**src/rtl/ntsc_sync_pkg.sv**
```systemverilog
package ntsc_sync_pkg;

    typedef enum logic [3:0] {
        S_HSYNC,
        S_BACK,
        S_ACTIVE,
        S_FRONT,
        S_BLANK,
        S_EQ_SYNC,
        S_EQ_GAP,
        S_BROAD,
        S_SERR
    } seg_e;

    localparam logic [1:0] LVL_SYNC  = 2'b00;
    localparam logic [1:0] LVL_BLANK = 2'b01;
    localparam logic [1:0] LVL_BLACK = 2'b10;
    localparam logic [1:0] LVL_WHITE = 2'b11;

    // Rounded conversion of a nanosecond duration into clock cycles.
    function automatic int ns_to_cyc(input longint hz, input longint ns);
        return int'((ns * hz + 64'd500000000) / 64'd1000000000);
    endfunction

endpackage

```
**src/rtl/ntsc_raster_counter.sv**
```systemverilog
module ntsc_raster_counter #(
    parameter int LINE_CYC = 762,
    parameter int F0_LINES = 262,
    parameter int HW       = 10,
    parameter int LW       = 9
) (
    input  logic          clk,
    input  logic          rst_n,
    output logic [HW-1:0] hcnt,
    output logic [LW-1:0] line,
    output logic          field,
    output logic [LW-1:0] line_nxt,
    output logic          field_nxt,
    output logic          line_end
);

    localparam logic [HW-1:0] H_LAST  = HW'(LINE_CYC - 1);
    localparam logic [LW-1:0] L_LAST0 = LW'(F0_LINES - 1);
    localparam logic [LW-1:0] L_LAST1 = LW'(F0_LINES);

    logic [LW-1:0] last_line;

    always_comb begin
        line_end  = (hcnt == H_LAST);
        last_line = field ? L_LAST1 : L_LAST0;
        if (line == last_line) begin
            line_nxt  = '0;
            field_nxt = ~field;
        end else begin
            line_nxt  = line + 1'b1;
            field_nxt = field;
        end
    end

    always_ff @(posedge clk) begin
        if (!rst_n) begin
            hcnt  <= '0;
            line  <= '0;
            field <= 1'b0;
        end else if (line_end) begin
            hcnt  <= '0;
            line  <= line_nxt;
            field <= field_nxt;
        end else begin
            hcnt  <= hcnt + 1'b1;
        end
    end

endmodule

```
**src/rtl/ntsc_seg_fsm.sv**
```systemverilog
module ntsc_seg_fsm
    import ntsc_sync_pkg::*;
#(
    parameter int LINE_CYC  = 762,
    parameter int HALF_A    = 381,
    parameter int FP_CYC    = 17,
    parameter int HS_CYC    = 53,
    parameter int BP_CYC    = 53,
    parameter int EQ_CYC    = 26,
    parameter int SERR_CYC  = 53,
    parameter int VB_LINES  = 12,
    parameter int EQ_HALVES = 6,
    parameter int HW        = 10,
    parameter int LW        = 9
) (
    input  logic          clk,
    input  logic          rst_n,
    input  logic [HW-1:0] hcnt,
    input  logic [LW-1:0] line,
    input  logic          field,
    input  logic [LW-1:0] line_nxt,
    input  logic          field_nxt,
    input  logic          line_end,
    output seg_e          state
);

    localparam logic [HW-1:0] H_HS_END   = HW'(HS_CYC - 1);
    localparam logic [HW-1:0] H_BP_END   = HW'(HS_CYC + BP_CYC - 1);
    localparam logic [HW-1:0] H_ACT_END  = HW'(LINE_CYC - FP_CYC - 1);
    localparam logic [HW-1:0] H_HALF     = HW'(HALF_A);
    localparam logic [HW-1:0] H_HALF_END = HW'(HALF_A - 1);
    localparam logic [HW-1:0] P_EQ_END   = HW'(EQ_CYC - 1);
    localparam logic [HW-1:0] P_BRA_END  = HW'(HALF_A - SERR_CYC - 1);
    localparam logic [HW-1:0] P_BRB_END  = HW'(LINE_CYC - HALF_A - SERR_CYC - 1);
    localparam logic [LW-1:0] L_VB       = LW'(VB_LINES);
    localparam int            PAT_HALVES = 3 * EQ_HALVES;

    seg_e          state_q, state_d;
    logic          half;
    logic [HW-1:0] pos;

    // First segment of a half-line (hf=1) or line (hf=0).
    function automatic seg_e first_seg(input int ln, input int fld, input int hf);
        int hl;
        int rel;
        hl  = 2 * ln + hf;
        rel = hl - fld;
        if (hl >= fld && rel < PAT_HALVES) begin
            if (rel < EQ_HALVES || rel >= 2 * EQ_HALVES)
                return S_EQ_SYNC;
            else
                return S_BROAD;
        end else if (hf != 0) begin
            return S_BLANK;
        end else begin
            return S_HSYNC;
        end
    endfunction

    always_comb begin
        half    = (hcnt >= H_HALF);
        pos     = half ? (hcnt - H_HALF) : hcnt;
        state_d = state_q;
        unique case (state_q)
            S_HSYNC: begin
                if (hcnt == H_HS_END)
                    state_d = (line < L_VB) ? S_BLANK : S_BACK;
            end
            S_BACK: begin
                if (hcnt == H_BP_END)
                    state_d = S_ACTIVE;
            end
            S_ACTIVE: begin
                if (hcnt == H_ACT_END)
                    state_d = S_FRONT;
            end
            S_FRONT: begin
                if (line_end)
                    state_d = first_seg(int'(line_nxt), int'(field_nxt), 0);
            end
            S_EQ_SYNC: begin
                if (pos == P_EQ_END)
                    state_d = S_EQ_GAP;
            end
            S_BROAD: begin
                if (pos == (half ? P_BRB_END : P_BRA_END))
                    state_d = S_SERR;
            end
            S_BLANK, S_EQ_GAP, S_SERR: begin
                if (hcnt == H_HALF_END)
                    state_d = first_seg(int'(line), int'(field), 1);
                else if (line_end)
                    state_d = first_seg(int'(line_nxt), int'(field_nxt), 0);
            end
            default: state_d = S_BLANK;
        endcase
    end

    always_ff @(posedge clk) begin
        if (!rst_n)
            state_q <= S_EQ_SYNC;
        else
            state_q <= state_d;
    end

    assign state = state_q;

endmodule

```
**src/rtl/ntsc_level_enc.sv**
```systemverilog
module ntsc_level_enc
    import ntsc_sync_pkg::*;
(
    input  seg_e       state,
    input  logic       pix_on,
    output logic [1:0] level,
    output logic       active
);

    always_comb begin
        active = 1'b0;
        level  = LVL_BLANK;
        unique case (state)
            S_HSYNC, S_EQ_SYNC, S_BROAD: level = LVL_SYNC;
            S_BACK, S_FRONT, S_BLANK,
            S_EQ_GAP, S_SERR:            level = LVL_BLANK;
            S_ACTIVE: begin
                active = 1'b1;
                level  = pix_on ? LVL_WHITE : LVL_BLACK;
            end
            default:                     level = LVL_BLANK;
        endcase
    end

endmodule

```
**src/rtl/ntsc_sync_gen.sv**
```systemverilog
module ntsc_sync_gen
    import ntsc_sync_pkg::*;
#(
    parameter int CLK_HZ    = 12_000_000,
    parameter int LINE_NS   = 63_500,
    parameter int FP_NS     = 1_400,
    parameter int HS_NS     = 4_400,
    parameter int BP_NS     = 4_400,
    parameter int EQ_NS     = 2_200,
    parameter int SERR_NS   = 4_400,
    parameter int F0_LINES  = 262,
    parameter int VB_LINES  = 12,
    parameter int EQ_HALVES = 6
) (
    input  logic       clk,
    input  logic       rst_n,
    input  logic       pix_on,
    output logic [1:0] level,
    output logic       active,
    output logic [8:0] line_no,
    output logic       field_odd
);

    localparam int LINE_CYC = ns_to_cyc(CLK_HZ, LINE_NS);
    localparam int FP_CYC   = ns_to_cyc(CLK_HZ, FP_NS);
    localparam int HS_CYC   = ns_to_cyc(CLK_HZ, HS_NS);
    localparam int BP_CYC   = ns_to_cyc(CLK_HZ, BP_NS);
    localparam int EQ_CYC   = ns_to_cyc(CLK_HZ, EQ_NS);
    localparam int SERR_CYC = ns_to_cyc(CLK_HZ, SERR_NS);
    localparam int HALF_A   = LINE_CYC / 2;
    localparam int HW       = $clog2(LINE_CYC);
    localparam int LW       = 9;

    logic [HW-1:0] hcnt;
    logic [LW-1:0] line, line_nxt;
    logic          field, field_nxt, line_end;
    seg_e          state;

    ntsc_raster_counter #(
        .LINE_CYC (LINE_CYC),
        .F0_LINES (F0_LINES),
        .HW       (HW),
        .LW       (LW)
    ) u_cnt (
        .clk       (clk),
        .rst_n     (rst_n),
        .hcnt      (hcnt),
        .line      (line),
        .field     (field),
        .line_nxt  (line_nxt),
        .field_nxt (field_nxt),
        .line_end  (line_end)
    );

    ntsc_seg_fsm #(
        .LINE_CYC  (LINE_CYC),
        .HALF_A    (HALF_A),
        .FP_CYC    (FP_CYC),
        .HS_CYC    (HS_CYC),
        .BP_CYC    (BP_CYC),
        .EQ_CYC    (EQ_CYC),
        .SERR_CYC  (SERR_CYC),
        .VB_LINES  (VB_LINES),
        .EQ_HALVES (EQ_HALVES),
        .HW        (HW),
        .LW        (LW)
    ) u_fsm (
        .clk       (clk),
        .rst_n     (rst_n),
        .hcnt      (hcnt),
        .line      (line),
        .field     (field),
        .line_nxt  (line_nxt),
        .field_nxt (field_nxt),
        .line_end  (line_end),
        .state     (state)
    );

    ntsc_level_enc u_enc (
        .state  (state),
        .pix_on (pix_on),
        .level  (level),
        .active (active)
    );

    assign line_no   = line;
    assign field_odd = field;

endmodule

```
**config.mk**
```make
export PLATFORM = sky130hd
export DESIGN_NAME = ntsc_sync_gen
export DESIGN_NICKNAME = d
export VERILOG_FILES = /design/src/rtl/ntsc_sync_pkg.sv /design/src/rtl/ntsc_raster_counter.sv /design/src/rtl/ntsc_seg_fsm.sv /design/src/rtl/ntsc_level_enc.sv /design/src/rtl/ntsc_sync_gen.sv
export SDC_FILE = /design/constraint.sdc
export NUM_CORES = 1
export LEC_CHECK = 0
export ABC_AREA = 1
export CELL_PAD_IN_SITES_DETAIL_PLACEMENT = 1
export CELL_PAD_IN_SITES_GLOBAL_PLACEMENT = 1
export CORE_ASPECT_RATIO = 1.1
export CORE_MARGIN = 3
export CORE_UTILIZATION = 45
export CTS_BUF_LIST = sky130_fd_sc_hd__clkbuf_16
export DETAILED_ROUTE_END_ITERATION = 16
export PLACE_DENSITY = 0.93
export SLEW_MARGIN = 0
export SYNTH_ARGS = -nofsm -noshare
export SYNTH_HDL_FRONTEND = slang
export SYNTH_HIERARCHICAL = 1
export SYNTH_SLANG_ARGS = --single-unit
```
**constraint.sdc**
```tcl
create_clock -name clk -period 4.3 [get_ports clk]
set_input_delay 0.86 -clock clk [delete_from_list [all_inputs] [get_ports clk]]
set_output_delay 0.86 -clock clk [all_outputs]
set_load 0.01 [all_outputs]
```
* Word-level counts from Yosys, hierarchy flattened *
Index checks and enable logic that the tools add are counted.

cells by class
  add/sub/neg operators = 6
  order comparisons = 10
  equal/unequal tests = 21
  mux-type cells = 20
  bitwise logic cells = 2
  reduce and logical (&&, ||, !) cells = 9

operator list
  kind                                                                                   number
  32-bit by 5-bit greater-or-equal comparator with 1-bit output (second input constant)  2
  32-bit by 4-bit < comparator with 1-bit output (second input constant)                 2
  32-bit by 6-bit < comparator with 1-bit output (second input constant)                 2
  32-bit by 2-bit greater-or-equal comparator with 1-bit output                          1
  32-bit by 2-bit subtractor with 32-bit output                                          1
  4-bit two-way mux                                                                      7
  4-bit case mux with 7 select lines                                                     1
  10-bit equality test (second input constant)                                           2
  10-bit by 9-bit equality test with 1-bit output (second input constant)                2
  4-bit by 3-bit equality test with 1-bit output (second input constant)                 4
  10-bit by 1-bit adder with 11-bit output (second input constant)                       1
  10-bit by 1-bit subtractor with 11-bit output                                          1
  10-bit by 1-bit adder with 10-bit output (second input constant)                       1
  10-bit by 5-bit equality test with 1-bit output (second input constant)                1
  10-bit by 6-bit equality test with 1-bit output (second input constant)                1
  10-bit by 7-bit equality test with 1-bit output (second input constant)                1
  10-bit by 1-bit greater-or-equal comparator with 1-bit output                          1
  10-bit by 9-bit greater-or-equal comparator with 1-bit output (second input constant)  1
  10-bit two-way mux                                                                     1
  10-bit by 9-bit subtractor with 10-bit output (second input constant)                  1
  9-bit by 1-bit adder with 9-bit output (second input constant)                         1
  9-bit equality test                                                                    1
  9-bit by 4-bit < comparator with 1-bit output (second input constant)                  1
  9-bit two-way mux                                                                      1
  other kinds (16)                                                                       30

storage, ports and cells
  register bits after elaboration = 24
  input bits = 3
  output and inout port bits = 13
  logic and storage cells = 72

* Longest topological paths before layout *
  depth after elaboration = 11
  depth in mapped cells = 24
  gate-level depth less buffers = 24

* Hierarchy *
The synthesis kept the hierarchy.

by module, submodules not included
  module               instances  cells an instance  area each (um^2)  sequential area each (um^2)
  ntsc_seg_fsm         1          239                1271.2            80.1
  ntsc_raster_counter  1          171                1157.4            400.4
  ntsc_level_enc       1          13                 58.8              0.0

* Worst setup path before layout *
OpenSTA, ideal clock, no wires.

  path type = reg2reg
  start point = register u_cnt.line[1]
  end point = register u_fsm.state_q[0], in the netlist u_fsm/state[0]
  setup time = 0.059 ns
  data arrival time = 2.343 ns
  required time = 4.241 ns
  path slack = 1.898 ns
  cell stages (with the launch flop) = 22
  buffers on the path = 0
  clock period less this slack = 2.402 ns
  path through = dfxtp_1 -> ha_1 -> nand2_1 -> nor2_2 -> nand3_1 -> nand2_1 -> inv_1 -> and2_1 -> or2_2 -> nor2_1 -> nand4_1 -> nor2_1 -> nand2_1 -> nand2_1 -> nand2_1 -> nand2_1 -> nand2_1 -> nand2_1 -> nand2_1 -> nand2_1 -> nand4_1 -> nand2_1

between the ends
  cells in the longest elaborated chain, start to end = 9
  elaborated cells between the ends (all ways) = 21
  those cells by class = 4 x add/sub; 5 x order compare; 1 x eq/ne; 9 x mux; 2 x reduce/logical

ends and longest elaborated chain
  what                                                                           RTL line                                              RTL
  start: declaration                                                             ntsc_raster_counter.sv:10                             output logic [LW-1:0] line,
  start signal: assignment                                                       ntsc_raster_counter.sv:42                             line <= line_nxt;
  9-bit by 1-bit adder with 9-bit output or 9-bit equality test (tied branches)  ntsc_raster_counter.sv:30, ntsc_raster_counter.sv:26
  9-bit two-way mux (*)                                                          ntsc_raster_counter.sv:26                             if (line == last_line) begin
  net line_nxt[8]                                                                ntsc_sync_gen.sv:35                                   logic [LW-1:0] line, line_nxt;
  10-bit by 1-bit subtractor with 11-bit output                                  ntsc_seg_fsm.sv:47                                    rel = hl - fld;
  32-bit by 6-bit < comparator with 1-bit output                                 ntsc_seg_fsm.sv:48                                    if (hl >= fld && rel < PAT_HALVES) begin
  1-bit logical AND (*)                                                          ntsc_seg_fsm.sv:48
  3-bit two-way mux (*)                                                          ntsc_seg_fsm.sv:48
  4-bit two-way mux (*)                                                          ntsc_seg_fsm.sv:78                                    if (line_end)
  4-bit two-way mux                                                              ntsc_seg_fsm.sv:90                                    if (hcnt == H_HALF_END)
  4-bit case mux with 7 select lines (*)                                         ntsc_seg_fsm.sv:64                                    unique case (state_q)
  end signal: assignment                                                         ntsc_seg_fsm.sv:103                                   state_q <= state_d;
  end: declaration                                                               ntsc_seg_fsm.sv:38                                    seg_e state_q, state_d;

The timed path passes the listed nets; every way through them passes the cells marked *. The select of a mux whose other input is x is not followed.
A chain may end at the register's enable or synchronous reset.

* Worst setup path after layout *
  start point = input pix_on
  end point = output level[0]

between the ends
  cells in the longest elaborated chain, start to end = 2

ends and longest elaborated chain
  what                                RTL line              RTL
  start: declaration                  ntsc_sync_gen.sv:17   input logic pix_on,
  1-bit two-way mux                   ntsc_level_enc.sv:19  level = pix_on ? LVL_WHITE : LVL_BLACK;
  2-bit case mux with 2 select lines  ntsc_level_enc.sv:13  unique case (state)
  end: declaration                    ntsc_sync_gen.sv:18   output logic [1:0] level,

No other way between the ends.

==> metrics.md <==
| Metric | Value |
|---|---|
| I/O pins | 16 |
| Hold_ws | between 0.5 and 0.6 ns |
| CP startpoint kind | input port |
| Total power | between 700 and 800 uW |
| Clock slew seen by the registers of the worst setup and hold paths | 0.06 ns |
| Final antenna-violating net count | 0 |
| WP data required | about 3.4 ns |
| CTS tree | done |
| Relative slew slack | about three fifths |
| Drt pass-1 iters | 4 |
| Commonest cells in the netlist | 124 x nand2_1, 71 x inv_1, 53 x nor2_1 |
| Top-area cell type share of the netlist area | around 19% |
| Syn avg cell area | just under 6 um2 |
| Sequential share of the synthesized area | between 10% and 20% |
| Yosys reg bits | 24 |
| Outcome | completed |
| Synthesis-to-finish area growth | 12.8% |
| Die Wd | around 77 um |
| Port Buf Inserts | 15 |
| Area of the multi-input gates | roughly 1700 um2 |
| DRC viols | 0 |
| Gr ovfl total | 0 |
| CTS max path bufs | 2 |
| Fmax | between 0.3 and 0.4 GHz |
| Diode count | 0 |
| Cell Area, Synth | roughly 2500 um2 |
| Ys async rst share | 0% |
| CTS Hold Bufs | 0 |
| Filler Cell Count | between 700 and 800 |
| Vias in the first global route | 2862 |
| Total GRT Usage | between 20 and 25% |
| Power per cell area | 266 nW/um2 |
| Largest cells by area after synthesis | dfxtp_1 19%, nand2_1 19%, inv_1 11% |
| Combinational share of power | around 29% |
| Net Switching | ~250 uW |
| Max VDD drop | about 140 uV |
| Die ar. | around 6500 um2 |
| Fin. Hold Viols | 0 |
| Pin count of the biggest net entering global routing | 15 |
| Largest fanout on the critical path | 1 |
| Final min period | ~2.8 ns |
| Routed WL | just under 8 mm |
| Cell Area, Placed | around 2700 um2 |
| Wire per inst | ~15 um |
| Rows | 27 |
| Leak | 0.00134 uW |
| Flop pwr share | 34.7% |
| Clock Power Share | between 30 and 40% |
| HPWL after detailed placement | just under 6 mm |
| Fin Clk Skew | roughly 0.0033 ns |
| Cell taking the most area after synthesis | dfxtp_1 |
| Worst min-delay path class | register to register |
| Yosys cell types | 39 |
| Crit Path Class | input port to output pin |
| Htree depth | 1 |
| Storage element area | a little under 500 um2 |
| Global-route wire length before repair | ~13 mm |
| Count leader, synth | nand2_1 |
| Clk root buf | clkbuf_16 |
| Nets | 450 |
| RSZ-0062 raised after global routing | false |
| Share of cells above drive strength 1 | under 10% |
| Prevailing post-synth register cell | dfxtp_1 |
| Post-cts gate resize count | 0 |
| Routed via count | ~2800 |
| Core Box Area | 5170 um2 |
| Fin crit share | around two thirds |
| CTS buffer count | 3 |
| Die H | roughly 84 um |
| Switching part of the total | between 30 and 40% |
| Initial antenna violation count | 0 |
| Final setup vio count | 0 |
| Worst-Skew Late Latency | 0.26 ns |
| Synthesized instance count | between 400 and 500 |
| Syn nets | around 430 |
| Slew Viols, Final | 0 |
| Post-synth EDFFs | 0 |
| Worst Setup End Kind | output pin |
| Number of vias per cell | around 5.4 |
| Final setup TNS | 0 ns |
| Starting density of the core | around 48% |
| Internal | 500 uW |
| DP Worst Slack | between 1 and 1.5 ns |
| Worst Slack Setup Final | ~1.5 ns |
| Worst endpoint data arrival time | between 1.5 and 2 ns |
| Clock Sinks | 24 |
| Post-route cell area | about 2800 um2 |
| Gpl congestion | between 0.8 and 0.9 |
| Initial DRC Count | ~150 |
| Max Cap Viol | 0 |
| Post-CTS setup buffer count | 0 |
| Synth warn | 6 |
| Slew @ Worst Pin | 0.576 ns |
-- through the flow --
step                      utilization (%)  instances
after floorplan                         -        423
after global placement               52.2        507
after detailed placement             52.2        507
after CTS                            54.3        511
after global routing                 54.3        511
final                                54.3        511
-- area by class of cell --
type	count	share of cell area [%]
clock buffers	3	2.68
repair buffers	15	5.35
clock inverters	1	1.07
well taps	72	3.21
inverters	75	10.1
flip-flops and latches	24	17.1
multi-input cells	321	60.5
-- power by group through the flow --
stage	sequential, uW	combinational, uW	clock, uW
6_report	259	213	274
5_1_grt	261	239	287
3_3_place_gp	263	201	0
3_5_place_dp	264	210	0
4_1_cts	259	212	279
2_1_floorplan	256	162	0
-- sequential cells by signal, summed over array words and instances, names as in the netlist --
signal       cells
u_cnt/field      1
u_cnt/hcnt      10
u_fsm/state      4
u_cnt/line       9
-- cells in the final DEF (no fill, tap or decap), types with 9 or more instances in the layout --
master           Yosys  final
nand3_1             34     34
clkdlybuf4s50_1      0     15
nor2_1              53     53
dfxtp_1             24     24
xor2_1               9      9
nor3_1              11     11
inv_1               71     71
nand4_1             18     18
nand2_1            124    124
a21oi_1             11     11
-- kinds of logic (layout without fill, tap and decap cells) --
logic type	after synthesis	after routing	share of synthesized area, %
xor+xnor	9	9	3.17
compound gates	38	38	9.86
buf+inv	78	94	12.5
flops	24	24	19.3
simple gates	267	267	51.7
fa+ha+maj	7	7	3.52
-- critical path, cell delays in order --
cell and delay [ns]:
clkdlybuf4s50_1 0.45, nand3_1 0.07, nand2_1 0.07, clkdlybuf4s50_1 0.52
-- path summary, 6_finish.rpt --
| kind | from | endpoint | slack [ns] | cells past startpoint |
|---|---|---|---|---|
| setup / recovery | pix_on | level[0] | 1.47 | 4 |
| hold / removal | u_cnt/field$_SDFFE_PN0N_ | u_cnt/field$_SDFFE_PN0N_ | 0.51 | 2 |
| hold reg to reg | u_cnt/field$_SDFFE_PN0N_ | u_cnt/field$_SDFFE_PN0N_ | 0.51 | 2 |
| setup reg to reg | u_cnt/line[1]$_SDFFE_PN0N_ | u_fsm/state[0]$_SDFFE_PN1P_ | 1.50 | 21 |
-- routing by layer --
| metal | global-route usage [%] | share of wire [%] | vias up |
|---|---|---|---|
| met5 | 0 | 0 | - |
| met4 | 8.24 | 2.1 | 0 |
| met3 | 2.92 | 3.5 | 22 |
| met2 | 43.0 | 50 | 70 |
| li1 | - | - | 1377 |
| met1 | 31.4 | 45 | 1314 |
Note: power is estimated with default switching activity, not from simulation.
